## src/rtl/rl_pkg.sv

```systemverilog
package rl_pkg;
  // Default longest run of identical line bits before a forced transition.
  localparam int unsigned RL_RUN_DEFAULT = 5;

  // Counter width able to hold the values 0..run_max.
  function automatic int unsigned rl_cnt_bits(input int unsigned run_max);
    return $clog2(run_max + 1);
  endfunction
endpackage

```

## src/rtl/rl_run_track.sv

```systemverilog
// Tracks the length and polarity of the current run of identical bits.
module rl_run_track #(
  parameter int unsigned RUN_MAX = rl_pkg::RL_RUN_DEFAULT,
  parameter int unsigned CNT_W   = rl_pkg::rl_cnt_bits(RUN_MAX)
) (
  input  logic clk,
  input  logic rst_n,
  input  logic step_i,     // a bit occupies the slot this cycle
  input  logic bit_i,
  input  logic restart_i,  // force a new run starting with bit_i
  output logic last_o,
  output logic full_o      // run has reached RUN_MAX
);
  localparam logic [CNT_W-1:0] LIMIT = CNT_W'(RUN_MAX);
  localparam logic [CNT_W-1:0] ONE   = CNT_W'(1);

  logic [CNT_W-1:0] cnt_q, cnt_d;
  logic             last_q, last_d;

  always_comb begin
    last_d = bit_i;
    if (restart_i || (cnt_q == '0) || (bit_i != last_q)) begin
      cnt_d = ONE;
    end else if (cnt_q != LIMIT) begin
      cnt_d = cnt_q + ONE;
    end else begin
      cnt_d = cnt_q;
    end
  end

  always_ff @(posedge clk or negedge rst_n) begin
    if (!rst_n) begin
      cnt_q  <= '0;
      last_q <= 1'b0;
    end else if (step_i) begin
      cnt_q  <= cnt_d;
      last_q <= last_d;
    end
  end

  assign last_o = last_q;
  assign full_o = (cnt_q == LIMIT);
endmodule

```

## src/rtl/rl_stuffer.sv

```systemverilog
// Transmit half: forwards payload and inserts an opposite bit after a full run.
module rl_stuffer #(
  parameter int unsigned RUN_MAX = rl_pkg::RL_RUN_DEFAULT
) (
  input  logic clk,
  input  logic rst_n,
  input  logic in_valid,
  input  logic in_bit,
  output logic in_ready,
  output logic line_valid,
  output logic line_bit
);
  logic run_last;
  logic run_full;

  always_comb begin
    if (run_full) begin
      in_ready   = 1'b0;
      line_valid = 1'b1;
      line_bit   = ~run_last;
    end else begin
      in_ready   = 1'b1;
      line_valid = in_valid;
      line_bit   = in_bit;
    end
  end

  rl_run_track #(.RUN_MAX(RUN_MAX)) u_track (
    .clk       (clk),
    .rst_n     (rst_n),
    .step_i    (line_valid),
    .bit_i     (line_bit),
    .restart_i (1'b0),
    .last_o    (run_last),
    .full_o    (run_full)
  );
endmodule

```

## src/rtl/rl_destuffer.sv

```systemverilog
// Receive half: removes the bit that follows a full run and checks its value.
module rl_destuffer #(
  parameter int unsigned RUN_MAX = rl_pkg::RL_RUN_DEFAULT
) (
  input  logic clk,
  input  logic rst_n,
  input  logic in_valid,
  input  logic in_bit,
  output logic out_valid,
  output logic out_bit,
  output logic stuff_err
);
  logic run_last;
  logic run_full;
  logic drop;

  always_comb begin
    drop      = in_valid & run_full;
    out_valid = in_valid & ~run_full;
    out_bit   = in_bit;
    stuff_err = drop & (in_bit == run_last);
  end

  rl_run_track #(.RUN_MAX(RUN_MAX)) u_track (
    .clk       (clk),
    .rst_n     (rst_n),
    .step_i    (in_valid),
    .bit_i     (in_bit),
    .restart_i (drop),
    .last_o    (run_last),
    .full_o    (run_full)
  );
endmodule

```

## src/rtl/rl_line_conditioner.sv

```systemverilog
module rl_line_conditioner #(
  parameter int unsigned RUN_MAX = rl_pkg::RL_RUN_DEFAULT
) (
  input  logic clk,
  input  logic rst_n,
  input  logic tx_in_valid,
  input  logic tx_in_bit,
  output logic tx_in_ready,
  output logic tx_line_valid,
  output logic tx_line_bit,
  input  logic rx_line_valid,
  input  logic rx_line_bit,
  output logic rx_out_valid,
  output logic rx_out_bit,
  output logic rx_stuff_err
);
  rl_stuffer #(.RUN_MAX(RUN_MAX)) u_tx (
    .clk        (clk),
    .rst_n      (rst_n),
    .in_valid   (tx_in_valid),
    .in_bit     (tx_in_bit),
    .in_ready   (tx_in_ready),
    .line_valid (tx_line_valid),
    .line_bit   (tx_line_bit)
  );

  rl_destuffer #(.RUN_MAX(RUN_MAX)) u_rx (
    .clk       (clk),
    .rst_n     (rst_n),
    .in_valid  (rx_line_valid),
    .in_bit    (rx_line_bit),
    .out_valid (rx_out_valid),
    .out_bit   (rx_out_bit),
    .stuff_err (rx_stuff_err)
  );
endmodule

```

## config.mk

```make
export PLATFORM = sky130hd
export DESIGN_NAME = rl_line_conditioner
export DESIGN_NICKNAME = d
export VERILOG_FILES = /design/src/rtl/rl_pkg.sv /design/src/rtl/rl_run_track.sv /design/src/rtl/rl_stuffer.sv /design/src/rtl/rl_destuffer.sv /design/src/rtl/rl_line_conditioner.sv
export SDC_FILE = /design/constraint.sdc
export NUM_CORES = 1
export LEC_CHECK = 0
export ABC_CLOCK_PERIOD_IN_PS = 1150
export BUFFER_PORTS_ARGS = -buffer_cell sky130_fd_sc_hd__buf_2
export CORE_UTILIZATION = 30
export DETAILED_ROUTE_END_ITERATION = 6
export GPL_ROUTABILITY_DRIVEN = 0
export GPL_TIMING_DRIVEN = 0
export PLACE_DENSITY_LB_ADDON = 0.15
export SKIP_CTS_REPAIR_TIMING = 1
export SLEW_MARGIN = 30
export SYNTH_ARGS = -nofsm -noshare
export SYNTH_HDL_FRONTEND = slang
export SYNTH_SLANG_ARGS = --single-unit
```

## constraint.sdc

```tcl
create_clock -name clk -period 1.15 [get_ports clk]
set_input_delay 0.115 -clock clk [delete_from_list [all_inputs] [get_ports clk]]
set_output_delay 0.115 -clock clk [all_outputs]
set_load 0.02 [all_outputs]
```

Yosys cells after proc, flatten, opt, wreduce, memory -nomap -nowiden
Index checks and enable logic that the tools add are counted.
{"block": "totals", "reg_bits": 8, "input_bits": 6, "output_inout_bits": 6}
{"block": "op_classes", "n_addsub": 2, "n_eq_ne": 7, "mux": 7, "n_bitwise": 5, "n_reduce_logical": 9}
{"op": "3-bit two-way mux", "count": 4}
{"op": "3-bit by 1-bit adder with 3-bit output (second input constant)", "count": 2}
{"op": "3-bit equality test (second input constant)", "count": 2}
{"op": "3-bit zero test", "count": 2}
{"op": "3-bit != test (second input constant)", "count": 2}
{"op": "2-bit AND reduction", "count": 2}
{"op": "2-bit nonzero test", "count": 2}
{"op": "1-bit bitwise AND", "count": 3}
{"op": "1-bit logical OR", "count": 3}
{"op": "1-bit two-way mux", "count": 3}
{"op": "1-bit != test", "count": 2}
{"op": "1-bit NOT", "count": 2}
{"op": "1-bit equality test", "count": 1}

Depth between registers and ports, before layout
Gate-level depths: netlist (run 1).
{"block": "depth", "depth_word": 6, "ltp_mapped": 5, "depth_no_buf": 5}

By module
From an unflattened synthesis (run 1), not the netlist that was laid out.
{"block": "hier_totals", "hier_cells": 56, "area_unflattened_um2": 581.8}
{"module": "rl_run_track", "instances": 2, "cells_each": 23, "area_each_um2": 257.7}
{"module": "rl_destuffer", "instances": 1, "cells_each": 5, "area_each_um2": 37.5}
{"module": "rl_stuffer", "instances": 1, "cells_each": 5, "area_each_um2": 28.8}

Least setup slack after synthesis (run 1)
OpenSTA, ideal clock, no wires.
{"block": "synth_path", "path_kind": "register to output", "start": "reg u_tx.u_track.cnt_q[1]", "end": "out tx_line_bit", "arrival_ns": 1.246, "t_required_ns": 1.035, "slack_ns": -0.211, "stages_incl_launch_ff": 6, "path_buffers": 0, "path_cell_list": "dfrtp_1 > inv_1 > ha_1 > nand2_1 > or2_1 > nand2_1"}
{"block": "synth_via", "elab_chain_len": 2}
{"item": "start, declared", "line_no": "rl_run_track.sv:17", "rtl": "logic [CNT_W-1:0] cnt_q, cnt_d;"}
{"item": "start signal, assigned", "line_no": "rl_run_track.sv:36", "rtl": "cnt_q <= cnt_d;"}
{"item": "3-bit equality test", "line_no": "rl_run_track.sv:42", "rtl": "assign full_o = (cnt_q == LIMIT);"}
{"item": "1-bit two-way mux", "line_no": "rl_stuffer.sv:17", "rtl": "if (run_full) begin"}
{"item": "end, declared", "line_no": "rl_line_conditioner.sv:10", "rtl": "output logic tx_line_bit,"}
Every way passes these cells.

Final worst setup path (run 1)
Ends and elaborated chain as after synthesis.

==> results.md, run 1 <==
- Across the run, the number of max-cap violations was 0.
- The first global-routing pass estimated 1740 um of wire.
- The HPWL after detailed placement is 735 um.
- CTS placed an instance of sky130_fd_sc_hd__clkbuf_4 at the clock tree root.
- The number of antenna violations at the first check in global routing is 0.
- The placed standard-cell area is 609 um^2.
- The total power divided by cell area is 2060 nW/um^2.
- The number of distinct library cells after synthesis is 26.
- The total of flip-flops plus latches after synthesis is 8.
- Summed over all layers, the routed wires come to 1190 um.
- The data required time at the worst endpoint is 1.03 ns.
- After the first detailed-routing iteration, the DRC count stood at 2.
- Dividing the final minimum period by the clock period gives 129%.
- The register-to-register setup slack is -0.06 ns.
- The delay of the slowest critical-path stage is 0.39 ns.
- The most used flip-flop cell after synthesis is sky130_fd_sc_hd__dfrtp_1.
- The CTS tree is built.
- In this run, CTS created clock tree buffers numbering 3.
- The path class of the lowest-slack min-delay path is input port to flip-flop.
- The library cells used most frequently in the layout, excluding fill and tap cells, are sky130_fd_sc_hd__buf_4 (12), sky130_fd_sc_hd__buf_2 (6), sky130_fd_sc_hd__dfrtp_1 (6).
- The region available for standard cell placement spans 1580 um^2.
- The number of rows created at floorplan is 14.
- Entering global routing, the biggest net connects 10 pins.
- Across all hold checks on the routed design, the worst slack comes to 0.138 ns.
- The share of cells above drive strength 1 is 60.5%.
- The average wire per standard cell is 12.3 um.
- The final hold violation count was 0.
- The sequential cell area fraction in the yosys report is 38.0%.
- The maximum buffer depth of the clock tree is 2.
- The leading cell type in the layout, fill and taps excluded is sky130_fd_sc_hd__buf_4.
- The number of buffers added on ports is 11.
- The remaining global-route overflow is 0.
- The clock drives 8 sinks.
- The cell area that synthesis handed to floorplanning was 527 um^2.
- The number of flops mapped to enable cells by yosys is 0.
- At the end of the flow, the number of nets in the layout was 95.
- Counting instances, the worst hold path has a depth of 2.
- The sink of the worst hold path is u_rx.u_track.cnt_q[1].
- The total chip power is 1.80 mW.
- The checks that failed: negative setup slack.
- After detailed routing, the number of remaining DRC violations is 0.
- The normalized max-slew margin is 82.5%.
- The endpoint identified for the worst register-to-register timing path is u_rx.u_track.cnt_q[2].
- The worst-case IR drop observed on VDD is 0.837 mV.
- The initial utilization of the core area, before any placement, comes to 33.4%.
- The start of the worst register-to-register path is u_rx.u_track.cnt_q[0].
- The peak fanout along the critical path is 6.
- The maximum operating frequency is 673 MHz.
- The total inserted antenna cells is 0.
- The number of pins exceeding their max-slew limit in the final report came to 0.
- The share of async-settable or async-resettable flops after synthesis is 100%.
- At the pin with the least slew margin, the transition time is 0.262 ns.
- The die covers 1930 um^2.
- The vertical die dimension is 43.9 um.
- Setup repair after global routing could not meet its margin everywhere.
- The first-pass iteration count of the detailed router is 5.
- The routed via count divided by cell count is 4.98.
- The average size of a mapped cell is 9.58 um^2.
- Between clock sinks in the finished design, the worst skew comes to 0.00262 ns.
- The routed layout has 483 vias.
- Walking the worst path, the cells encountered are inv_2 -> ha_4 -> nand2_4 -> or2_1 -> nand2_2 -> buf_6.
- The run finished, with violations left.
- The endpoint kind of the worst setup timing path is an output pin.
- Counting cells, the worst reg-to-reg path comes to 5.
- The number of setup violations in the final report is 9.
- The final design utilization is 55.6%.
- In the post-route analysis, the smallest setup slack over all paths is -0.335 ns.
- The later-pin clock latency in the skew report is 0.25 ns.
- Clock-pin slew was measured on the worst setup and hold paths at 0.05 ns.
- The count of warnings emitted by yosys is 0.
- The data arrival at the endpoint of the critical path is 1.37 ns.
- Once detail routing completed, the nets flagged for antenna violations numbered 0.
- The count of boundary I/O pins is 12.
- The fill cell total of the finished layout is 143.
- Prior to clock tree synthesis, the placed netlist has a worst setup slack of -0.180 ns.
- For this design, the slowest cell found on the critical path is sky130_fd_sc_hd__dfrtp_1.
- The total track usage is 12.7%.
- The type of the worst setup path is flip-flop to output pin.
- Compared with the post-synthesis result, the final layout area differs by 66.3%.
- The x dimension of the die is 43.9 um.
- The area of all placed cells without fillers is 876 um^2.
- The leakage power is 0.402 nW.
- The total nets after synthesis is 67.
- STA classifies the critical path startpoint as a flip-flop.
- The via count of the first global-routing pass was 392.
- The synthesized instance count is 55.
- The number of levels in the clock H-tree is 1.
- The startpoint of the lowest-slack hold path is rx_line_valid.
- The smallest clock period supported by the final layout is computed as 1.49 ns.
-- routing by layer --
layer / global-route usage, % / vias up / wire [um]
li1: - / 245 / -
met5: 0 / - / 0
met2: 17.6 / 10 / 571
met4: 1.82 / 0 / 0
met3: 7.50 / 0 / 44
met1: 17.3 / 228 / 578
-- critical path, delay by kind of cell, from the launching register on --
family / cells / cell delay (ns)
flops: 1 / 0.39
simple gates: 3 / 0.39
buf+inv: 2 / 0.19
fa+ha+maj: 1 / 0.15
-- state kept, by name, summed over array words and instances (netlist names) --
register and count:
u_rx.u_track.cnt_q 3, u_tx.u_track.cnt_q 3, u_tx.u_track.last_o 1, u_rx.u_track.last_o 1
-- final cells by class --
cell class	instances	area [um^2]	area share, %
Multi-Input combinational cell	41	423	48.3
Sequential cell	8	203	23.1
Timing Repair Buffer	23	179	20.4
Clock buffer	3	22.5	2.57
Inverter	5	21.3	2.43
Tap cell	16	20.0	2.29
Buffer	1	7.51	0.857
-- cell usage after synthesis (all sizes together) (2+ instances only) --
master | instances | area share (%)
xnor2 | 2 | 3.3
inv | 5 | 3.6
a21boi | 2 | 2.8
o21ai | 3 | 2.8
nand3 | 2 | 1.9
nand2b | 3 | 3.6
ha | 6 | 14
nor2 | 5 | 3.6
dfrtp | 8 | 38
nand2 | 3 | 2.1
nand4 | 2 | 2.4
-- logic make-up after synthesis --
group                    count (synthesis)  synth area share, %
AND/OR/NAND/NOR                         21                 22.1
multiplexers                             2                 4.04
buffers and inverters                    6                 4.99
adder cells (fa/ha/maj)                  6                 14.3
AO/OA/AOI/OAI                           10                 13.3
XOR/XNOR                                 2                 3.33
flip-flops                               8                 38.0
-- worst max path at each step --
stage,startpoint,to
floorplan,u_tx.u_track.cnt_q[1],tx_line_bit
global placement,u_tx.u_track.cnt_q[1],tx_line_bit
detailed placement,u_tx.u_track.cnt_q[1],tx_line_bit
CTS,u_tx.u_track.cnt_q[1],tx_line_bit
global route,u_tx.u_track.cnt_q[1],tx_line_bit
finish,u_tx.u_track.cnt_q[1],tx_line_bit
-- stage by stage --
stage | instances | TNS (ns)
after floorplan | 55 | -0.0839
after global placement | 82 | -0.382
after detailed placement | 82 | -0.400
after CTS | 85 | -1.66
after global routing | 97 | -2.01
final | 97 | -1.25
-- where the power goes --
group	internal, mW	switching [mW]
Combinational	0.602	0.476
Sequential	0.380	0.130
Clock	0.119	0.0928
Total	1.10	0.700
Power figures use the tool's default switching activity.
==> run 2: changes to the inputs <==
--- a/config.mk
+++ b/config.mk
@@ -17,3 +17,4 @@
 export SYNTH_ARGS = -nofsm -noshare
 export SYNTH_HDL_FRONTEND = slang
 export SYNTH_SLANG_ARGS = --single-unit
+export TNS_END_PERCENT = 50
==> run 2 against run 1 <==
- the run ends with design-rule violations, negative setup slack left
- first-iteration DRC count grew to 3.0 times the previous value
- worst hold slack worse by 0.0047 ns
- power is 17% lower
- sequential cell count stayed put
- critical path depth stayed put
- via count is 7.2% lower
- clock power hardly changed
- worst setup slack better by 0.018 ns
- final cell count is 7.2% lower
- count of clock-buffer cells in the layout stayed put
- non-clock buffer count is 7 lower
- sequential share of layout area is 3.7 points higher
- critical path type unchanged
- largest power group unchanged
==> results.md, run 2 (synthesis results as in run 1) <==
- Status: finished, violations left (unchanged).
- Failing checks: design-rule violations, negative setup slack (was negative setup slack).
- The leakage power is 0.348 nW (was 0.402 nW).
- The clock root buffer is sky130_fd_sc_hd__clkbuf_4 (unchanged).
- The floorplan core area was 1580 um^2 (unchanged).
- The later-pin clock latency in the skew report is 0.25 ns (about the same).
- The number of pins exceeding their max-slew limit in the final report was 0 (unchanged).
- The fill cell total of the finished layout is 173 (was 143).
- The peak fanout along the critical path is 4 (was 6).
- The number of design rule violations left after detail routing was 1 (was 0).
- The normalized max-slew margin is 77.4% (was 82.5%).
- The first-pass GRT wire length is 1640 um (was 1740 um).
- The total track usage is 11.8% (was 12.7%).
- The remaining number of nets flagged by the antenna check after routing is 0 (unchanged).
- The total die area is 1930 um^2 (unchanged).
- The minimum clock period after layout is 1.47 ns (was 1.49 ns).
- The worst-case reg-to-reg path depth is 4 (was 5).
- The kind of launch point of the worst setup path is a flip-flop (unchanged).
- The register-to-register setup slack came to -0.06 ns (about the same).
- The routed via count divided by cell count came to 4.98 (about the same).
- The routed wire length is 1070 um (was 1190 um).
- The average wire per standard cell is 11.8 um (was 12.3 um).
- The count of boundary I/O pins is 12 (unchanged).
- The number of maximum-capacitance constraint violations is 0 (unchanged).
- The vertical die dimension came to 43.9 um (unchanged).
- The endpoint kind of the worst setup timing path is an output pin (unchanged).
- The share of cells above drive strength 1 is 51.4% (was 60.5%).
- The number of buffers added on ports is 11 (unchanged).
- The actual slew at the worst max-slew pin is 0.336 ns (was 0.262 ns).
- The delay of the slowest critical-path stage is 0.39 ns (about the same).
- The standard cell with the maximum stage delay on the critical path was sky130_fd_sc_hd__dfrtp_1 (unchanged).
- The starting density of the core is 33.4% (unchanged).
- The number of setup violations in the final report is 7 (was 9).
- The x dimension of the die is 43.9 um (unchanged).
- The number of rows created at floorplan was 14 (unchanged).
- The terminus of the critical flop-to-flop path was u_rx.u_track.cnt_q[2] (unchanged).
- The share of the clock period used by the worst path after layout is 128% (was 129%).
- The area of the multi-input gates is 362 um^2 (was 423 um^2).
- The via count of the first global-routing pass is 371 (was 392).
- The CTS tree is built (unchanged).
- The total power divided by cell area is 1970 nW/um^2 (was 2060 nW/um^2).
- The peak supply drop was 0.733 mV (was 0.837 mV).
- The total area of sequential cells is 203 um^2 (unchanged).
- The maximum buffer depth of the clock tree is 2 (unchanged).
- Unrepaired setup endpoints after global routing: yes (unchanged).
- The remaining global-route overflow is 0 (unchanged).
- The path class of the lowest-slack min-delay path is input port to flip-flop (unchanged).
- CP cell instances: inv_2 -> ha_4 -> nand2_4 -> or2_4 -> nand2_2 -> buf_6 (was inv_2 -> ha_4 -> nand2_4 -> or2_1 -> nand2_2 -> buf_6).
- The initial DRC count is 6 (was 2).
- The clock-pin slew of the registers on the worst-case setup and hold paths is 0.05 ns (about the same).
- The number of CTS-inserted buffers is 3 (unchanged).
- The clock sink total is 8 (unchanged).
- The first-pass iteration count of the detailed router came to 6 (was 5).
- The post-layout worst setup margin came to -0.318 ns (was -0.335 ns).
- The final hold violation count is 0 (unchanged).
- The data arrival at the endpoint of the critical path is 1.35 ns (was 1.37 ns).
- The data required time at the worst endpoint is 1.03 ns (about the same).
- Largest registers: u_rx.u_track.cnt_q (3), u_tx.u_track.cnt_q (3) (unchanged).
- The type of the worst setup path is flip-flop to output pin (unchanged).
- The pin count of the biggest net entering global routing is 10 (unchanged).
- The worst clock skew is 0.00586 ns (was 0.00262 ns).
- The start of the worst register-to-register path was u_rx.u_track.last_o (was u_rx.u_track.cnt_q[0]).
- The worst-case setup slack after placement is -0.180 ns (about the same).
- The endpoint of the worst setup timing path was tx_line_bit (unchanged).
- The synthesis-to-layout area growth is 43.5% (was 66.3%).
- The number of antenna violations at the first check in global routing is 0 (unchanged).
- The source of the critical timing path is u_tx.u_track.cnt_q[1] (unchanged).
- The total inserted antenna cells is 0 (unchanged).
- The post-layout net count came to 88 (was 95).
- The maximum operating frequency is 681 MHz (was 673 MHz).
- The HPWL after detailed placement was 745 um (was 735 um).
- Top library cells by usage in the layout, fill and taps aside: sky130_fd_sc_hd__buf_4 (6), sky130_fd_sc_hd__buf_2 (6), sky130_fd_sc_hd__dfrtp_1 (6) (was sky130_fd_sc_hd__buf_4 (12), sky130_fd_sc_hd__buf_2 (6), sky130_fd_sc_hd__dfrtp_1 (6)).
- The via count of the routed design is 448 (was 483).
- The number of levels in the clock H-tree is 1 (unchanged).
- The total negative setup slack is -1.20 ns (was -1.25 ns).
-- run 2: metal layers --
metal | routed length, um | vias to the layer above | GRT usage, %
li1 | - | 229 | -
met1 | 513 | 209 | 15.5
met2 | 505 | 10 | 17.6
met3 | 48 | 0 | 6.25
met4 | 0 | 0 | 1.82
met5 | 0 | - | 0
-- run 2: how the worst min path moves through the flow --
stage / startpoint / to / slack [ns] / cells past startpoint
global placement: rst_n / u_rx.u_track.last_o / -0.02 / 1
global route: rx_line_valid / u_rx.u_track.cnt_q[1] / 0.16 / 2
CTS: rst_n / u_tx.u_track.cnt_q[0] / -0.30 / 1
detailed placement: rst_n / u_rx.u_track.last_o / -0.02 / 1
floorplan: rst_n / u_rx.u_track.cnt_q[0] / -0.18 / 0
finish: rx_line_valid / u_rx.u_track.cnt_q[1] / 0.13 / 2
-- run 2: layout make-up --
cell class	instances	share of cell area, %
Multi-Input combinational cell	41	47.8
Sequential cell	8	26.8
Timing Repair Buffer	16	16.2
Clock buffer	3	2.98
Tap cell	16	2.65
Inverter	5	2.48
Buffer	1	0.993
-- run 2: critical path: cells and delay by family, from the launching register on --
family | cells | cell delay, ns
buffers and inverters | 2 | 0.20
adder cells (fa/ha/maj) | 1 | 0.15
AND/OR/NAND/NOR | 3 | 0.37
flip-flops | 1 | 0.39
-- run 2: power breakdown --
group,switching (mW),internal [mW]
combinational,0.364,0.405
clock,0.0931,0.119
sequential,0.128,0.380
-- run 2: metrics by stage --
| stage | total power, mW | hold slack (ns) | util, % | cells | cell area (um^2) |
|---|---|---|---|---|---|
| detailed placement | 1.01 | -0.0194 | 38.5 | 82 | 607 |
| CTS | 1.24 | -0.296 | 39.9 | 85 | 629 |
| floorplan | 0.874 | -0.181 | - | 55 | 532 |
| finish | 1.49 | 0.134 | 47.9 | 90 | 756 |
| global placement | 1.00 | -0.0243 | 38.5 | 82 | 607 |
| global route | 1.62 | 0.158 | 47.9 | 90 | 756 |
==> run 3: changes to the inputs <==
==> constraint.sdc (replaced) <==
create_clock -name clk -period 1.15 [get_ports clk]
set_input_delay 0 -clock clk [delete_from_list [all_inputs] [get_ports clk]]
set_output_delay 0 -clock clk [all_outputs]
set_load 0.02 [all_outputs]
==> run 3 against run 2 <==
- the flow finishes with violations (negative setup slack)
- sequential power about the same
- via count increased by 5.4%
- worst setup slack improved by 0.095 ns
- largest cell class unchanged
- power increased by 5.2%
- sequential cell count unchanged
- critical endpoint unchanged
==> results.md, run 3 (synthesis results as in run 1) <==
- The final hold violation count was 0 (unchanged).
- The actual slew at the worst max-slew pin is 0.213 ns (was 0.336 ns).
- The maximum operating frequency is 729 MHz (was 681 MHz).
- The hold-critical path depth came to 2 (unchanged).
- The worst clock skew is 0.000241 ns (was 0.00586 ns).
- The number of CTS-inserted buffers is 3 (unchanged).
- The number of buffers added on ports was 11 (unchanged).
- The leading cell type in the layout, fill and taps excluded is sky130_fd_sc_hd__buf_4.
- The via count of the routed design is 472 (was 448).
- Unrepaired setup endpoints after global routing: yes (unchanged).
- The total die area is 1930 um^2 (unchanged).
- The met2 usage is 14.9% (was 17.6%).
- The number of pins exceeding their max-slew limit in the final report is 0 (unchanged).
- The pin count of the biggest net entering global routing is 10 (unchanged).
- The worst-case reg-to-reg path depth is 5 (was 4).
- The met3 routing resource usage after global routing is 6.25% (unchanged).
- The later-pin clock latency in the skew report was 0.25 ns (about the same).
- The routed via count divided by cell count was 5.02 (was 4.98).
- The post-layout net count is 92 (was 88).
- The synthesis-to-layout area growth was 52.5% (was 43.5%).
- The number of rows created at floorplan is 14 (unchanged).
- The number of antenna violations at the first check in global routing was 0 (unchanged).
- The CTS tree is built (unchanged).
- The share of cells above drive strength 1 is 53.8% (was 51.4%).
- The floorplan core area is 1580 um^2 (unchanged).
- The clock-pin slew of the registers on the worst-case setup and hold paths is 0.05 ns (about the same).
- The clock sink total was 8 (unchanged).
- The total track usage is 10.8% (was 11.8%).
- The initial DRC count is 9 (was 6).
- The number of setup violations in the final report is 8 (was 7).
- The total chip power is 1.57 mW (was 1.49 mW).
- The routed wire length was 996 um (was 1070 um).
- The kind of launch point of the worst setup path is a flip-flop (unchanged).
- The leakage power is 0.373 nW (was 0.348 nW).
- The first-pass iteration count of the detailed router is 6 (unchanged).
- The maximum buffer depth of the clock tree is 2 (unchanged).
- The HPWL after detailed placement is 683 um (was 745 um).
- The normalized max-slew margin is 85.7% (was 77.4%).
- Largest registers: u_rx.u_track.cnt_q (3), u_tx.u_track.cnt_q (3) (unchanged).
- The peak supply drop came to 0.808 mV (was 0.733 mV).
- The path class of the lowest-slack min-delay path is input port to flip-flop (unchanged).
- The number of maximum-capacitance constraint violations is 0 (unchanged).
- The peak fanout along the critical path is 5 (was 4).
- The number of design rule violations left after detail routing is 0 (was 1).
- The data required time at the worst endpoint is 1.15 ns (was 1.03 ns).
- The total inserted antenna cells is 0 (unchanged).
- The remaining global-route overflow is 0 (unchanged).
- The most used routing layer in global routing is met2 (unchanged).
- Failing checks: negative setup slack (was design-rule violations, negative setup slack).
- The clock root buffer was sky130_fd_sc_hd__clkbuf_4 (unchanged).
- Status: finished, violations left (unchanged).
- The average wire per standard cell is 10.6 um (was 11.8 um).
- The post-layout worst setup margin is -0.223 ns (was -0.318 ns).
- The x dimension of the die is 43.9 um (unchanged).
- The remaining number of nets flagged by the antenna check after routing is 0 (unchanged).
- The starting density of the core is 33.4% (unchanged).
- The data arrival at the endpoint of the critical path was 1.37 ns (was 1.35 ns).
- The first-pass GRT wire length is 1500 um (was 1640 um).
- The worst hold-check slack is 0.0122 ns (was 0.134 ns).
- The via count of the first global-routing pass was 358 (was 371).
- The number of levels in the clock H-tree was 1 (unchanged).
- The type of the worst setup path was flip-flop to output pin (unchanged).
- The final design utilization came to 51.0% (was 47.9%).
- The endpoint kind of the worst setup timing path is an output pin (unchanged).
- Top library cells by usage in the layout, fill and taps aside: sky130_fd_sc_hd__buf_4 (10), sky130_fd_sc_hd__buf_2 (6), sky130_fd_sc_hd__dfrtp_1 (6) (was sky130_fd_sc_hd__buf_4 (6), sky130_fd_sc_hd__buf_2 (6), sky130_fd_sc_hd__dfrtp_1 (6)).
- The final cell count without fillers is 94 (was 90).
- The share of the clock period used by the worst path after layout came to 119% (was 128%).
- The minimum clock period after layout is 1.37 ns (was 1.47 ns).
- The count of boundary I/O pins is 12 (unchanged).
- The vertical die dimension is 43.9 um (unchanged).
- The total power divided by cell area was 1950 nW/um^2 (was 1970 nW/um^2).
- The number of placed instances with taps included is 82 (unchanged).
- The met1 usage is 14.8% (was 15.5%).
run 3: metal layers:
layer / part of all wire [%] / vias to the layer above / routed length, um
met3: 3.6 / 0 / 36
met5: 0 / - / 0
met4: 0 / 0 / 0
li1: - / 240 / -
met2: 45 / 10 / 451
met1: 51 / 222 / 508
run 3: layout make-up:
| class | count | area, um^2 |
|---|---|---|
| timing repair buffer | 20 | 153 |
| buffer | 1 | 7.51 |
| fill | 146 | 773 |
| sequential | 8 | 203 |
| multi-input combinational | 41 | 379 |
| inverter | 5 | 18.8 |
| clock buffer | 3 | 22.5 |
| tap | 16 | 20.0 |
run 3: power breakdown:
group          switching (mW)  total, mW  internal [mW]
clock network          0.0881      0.207          0.119
logic                   0.380      0.852          0.473
registers               0.127      0.507          0.380
run 3: path summary, 6_finish.rpt:
check,from,end,slack (ns)
min reg2reg,u_rx.u_track.last_o,u_rx.u_track.last_o,0.56
max reg2reg,u_rx.u_track.cnt_q[1],u_rx.u_track.cnt_q[2],-0.07
min in group asynchronous,rst_n,u_tx.u_track.cnt_q[1],0.13
max,u_tx.u_track.cnt_q[1],tx_line_bit,-0.22
max in group asynchronous,rst_n,u_tx.u_track.cnt_q[0],0.84
min,rx_line_valid,u_rx.u_track.cnt_q[1],0.01
run 3: stage by stage:
stage                     cell area [um^2]  worst slack [ns]  TNS (ns)
after detailed placement               607           -0.0549    -0.108
final                                  803            -0.223    -0.756
after global routing                   803            -0.292     -1.35
after CTS                              629            -0.334     -1.06
after floorplan                        532          -0.00487  -0.00487
after global placement                 607           -0.0536    -0.112
run 3: critical path: stages, from the launching register on:
cell	delay (ns)
sky130_fd_sc_hd__dfrtp_1	0.40
sky130_fd_sc_hd__inv_2	0.09
sky130_fd_sc_hd__ha_4	0.15
sky130_fd_sc_hd__nand2_4	0.06
sky130_fd_sc_hd__or2_1	0.24
sky130_fd_sc_hd__nand2_1	0.08
sky130_fd_sc_hd__buf_6	0.11
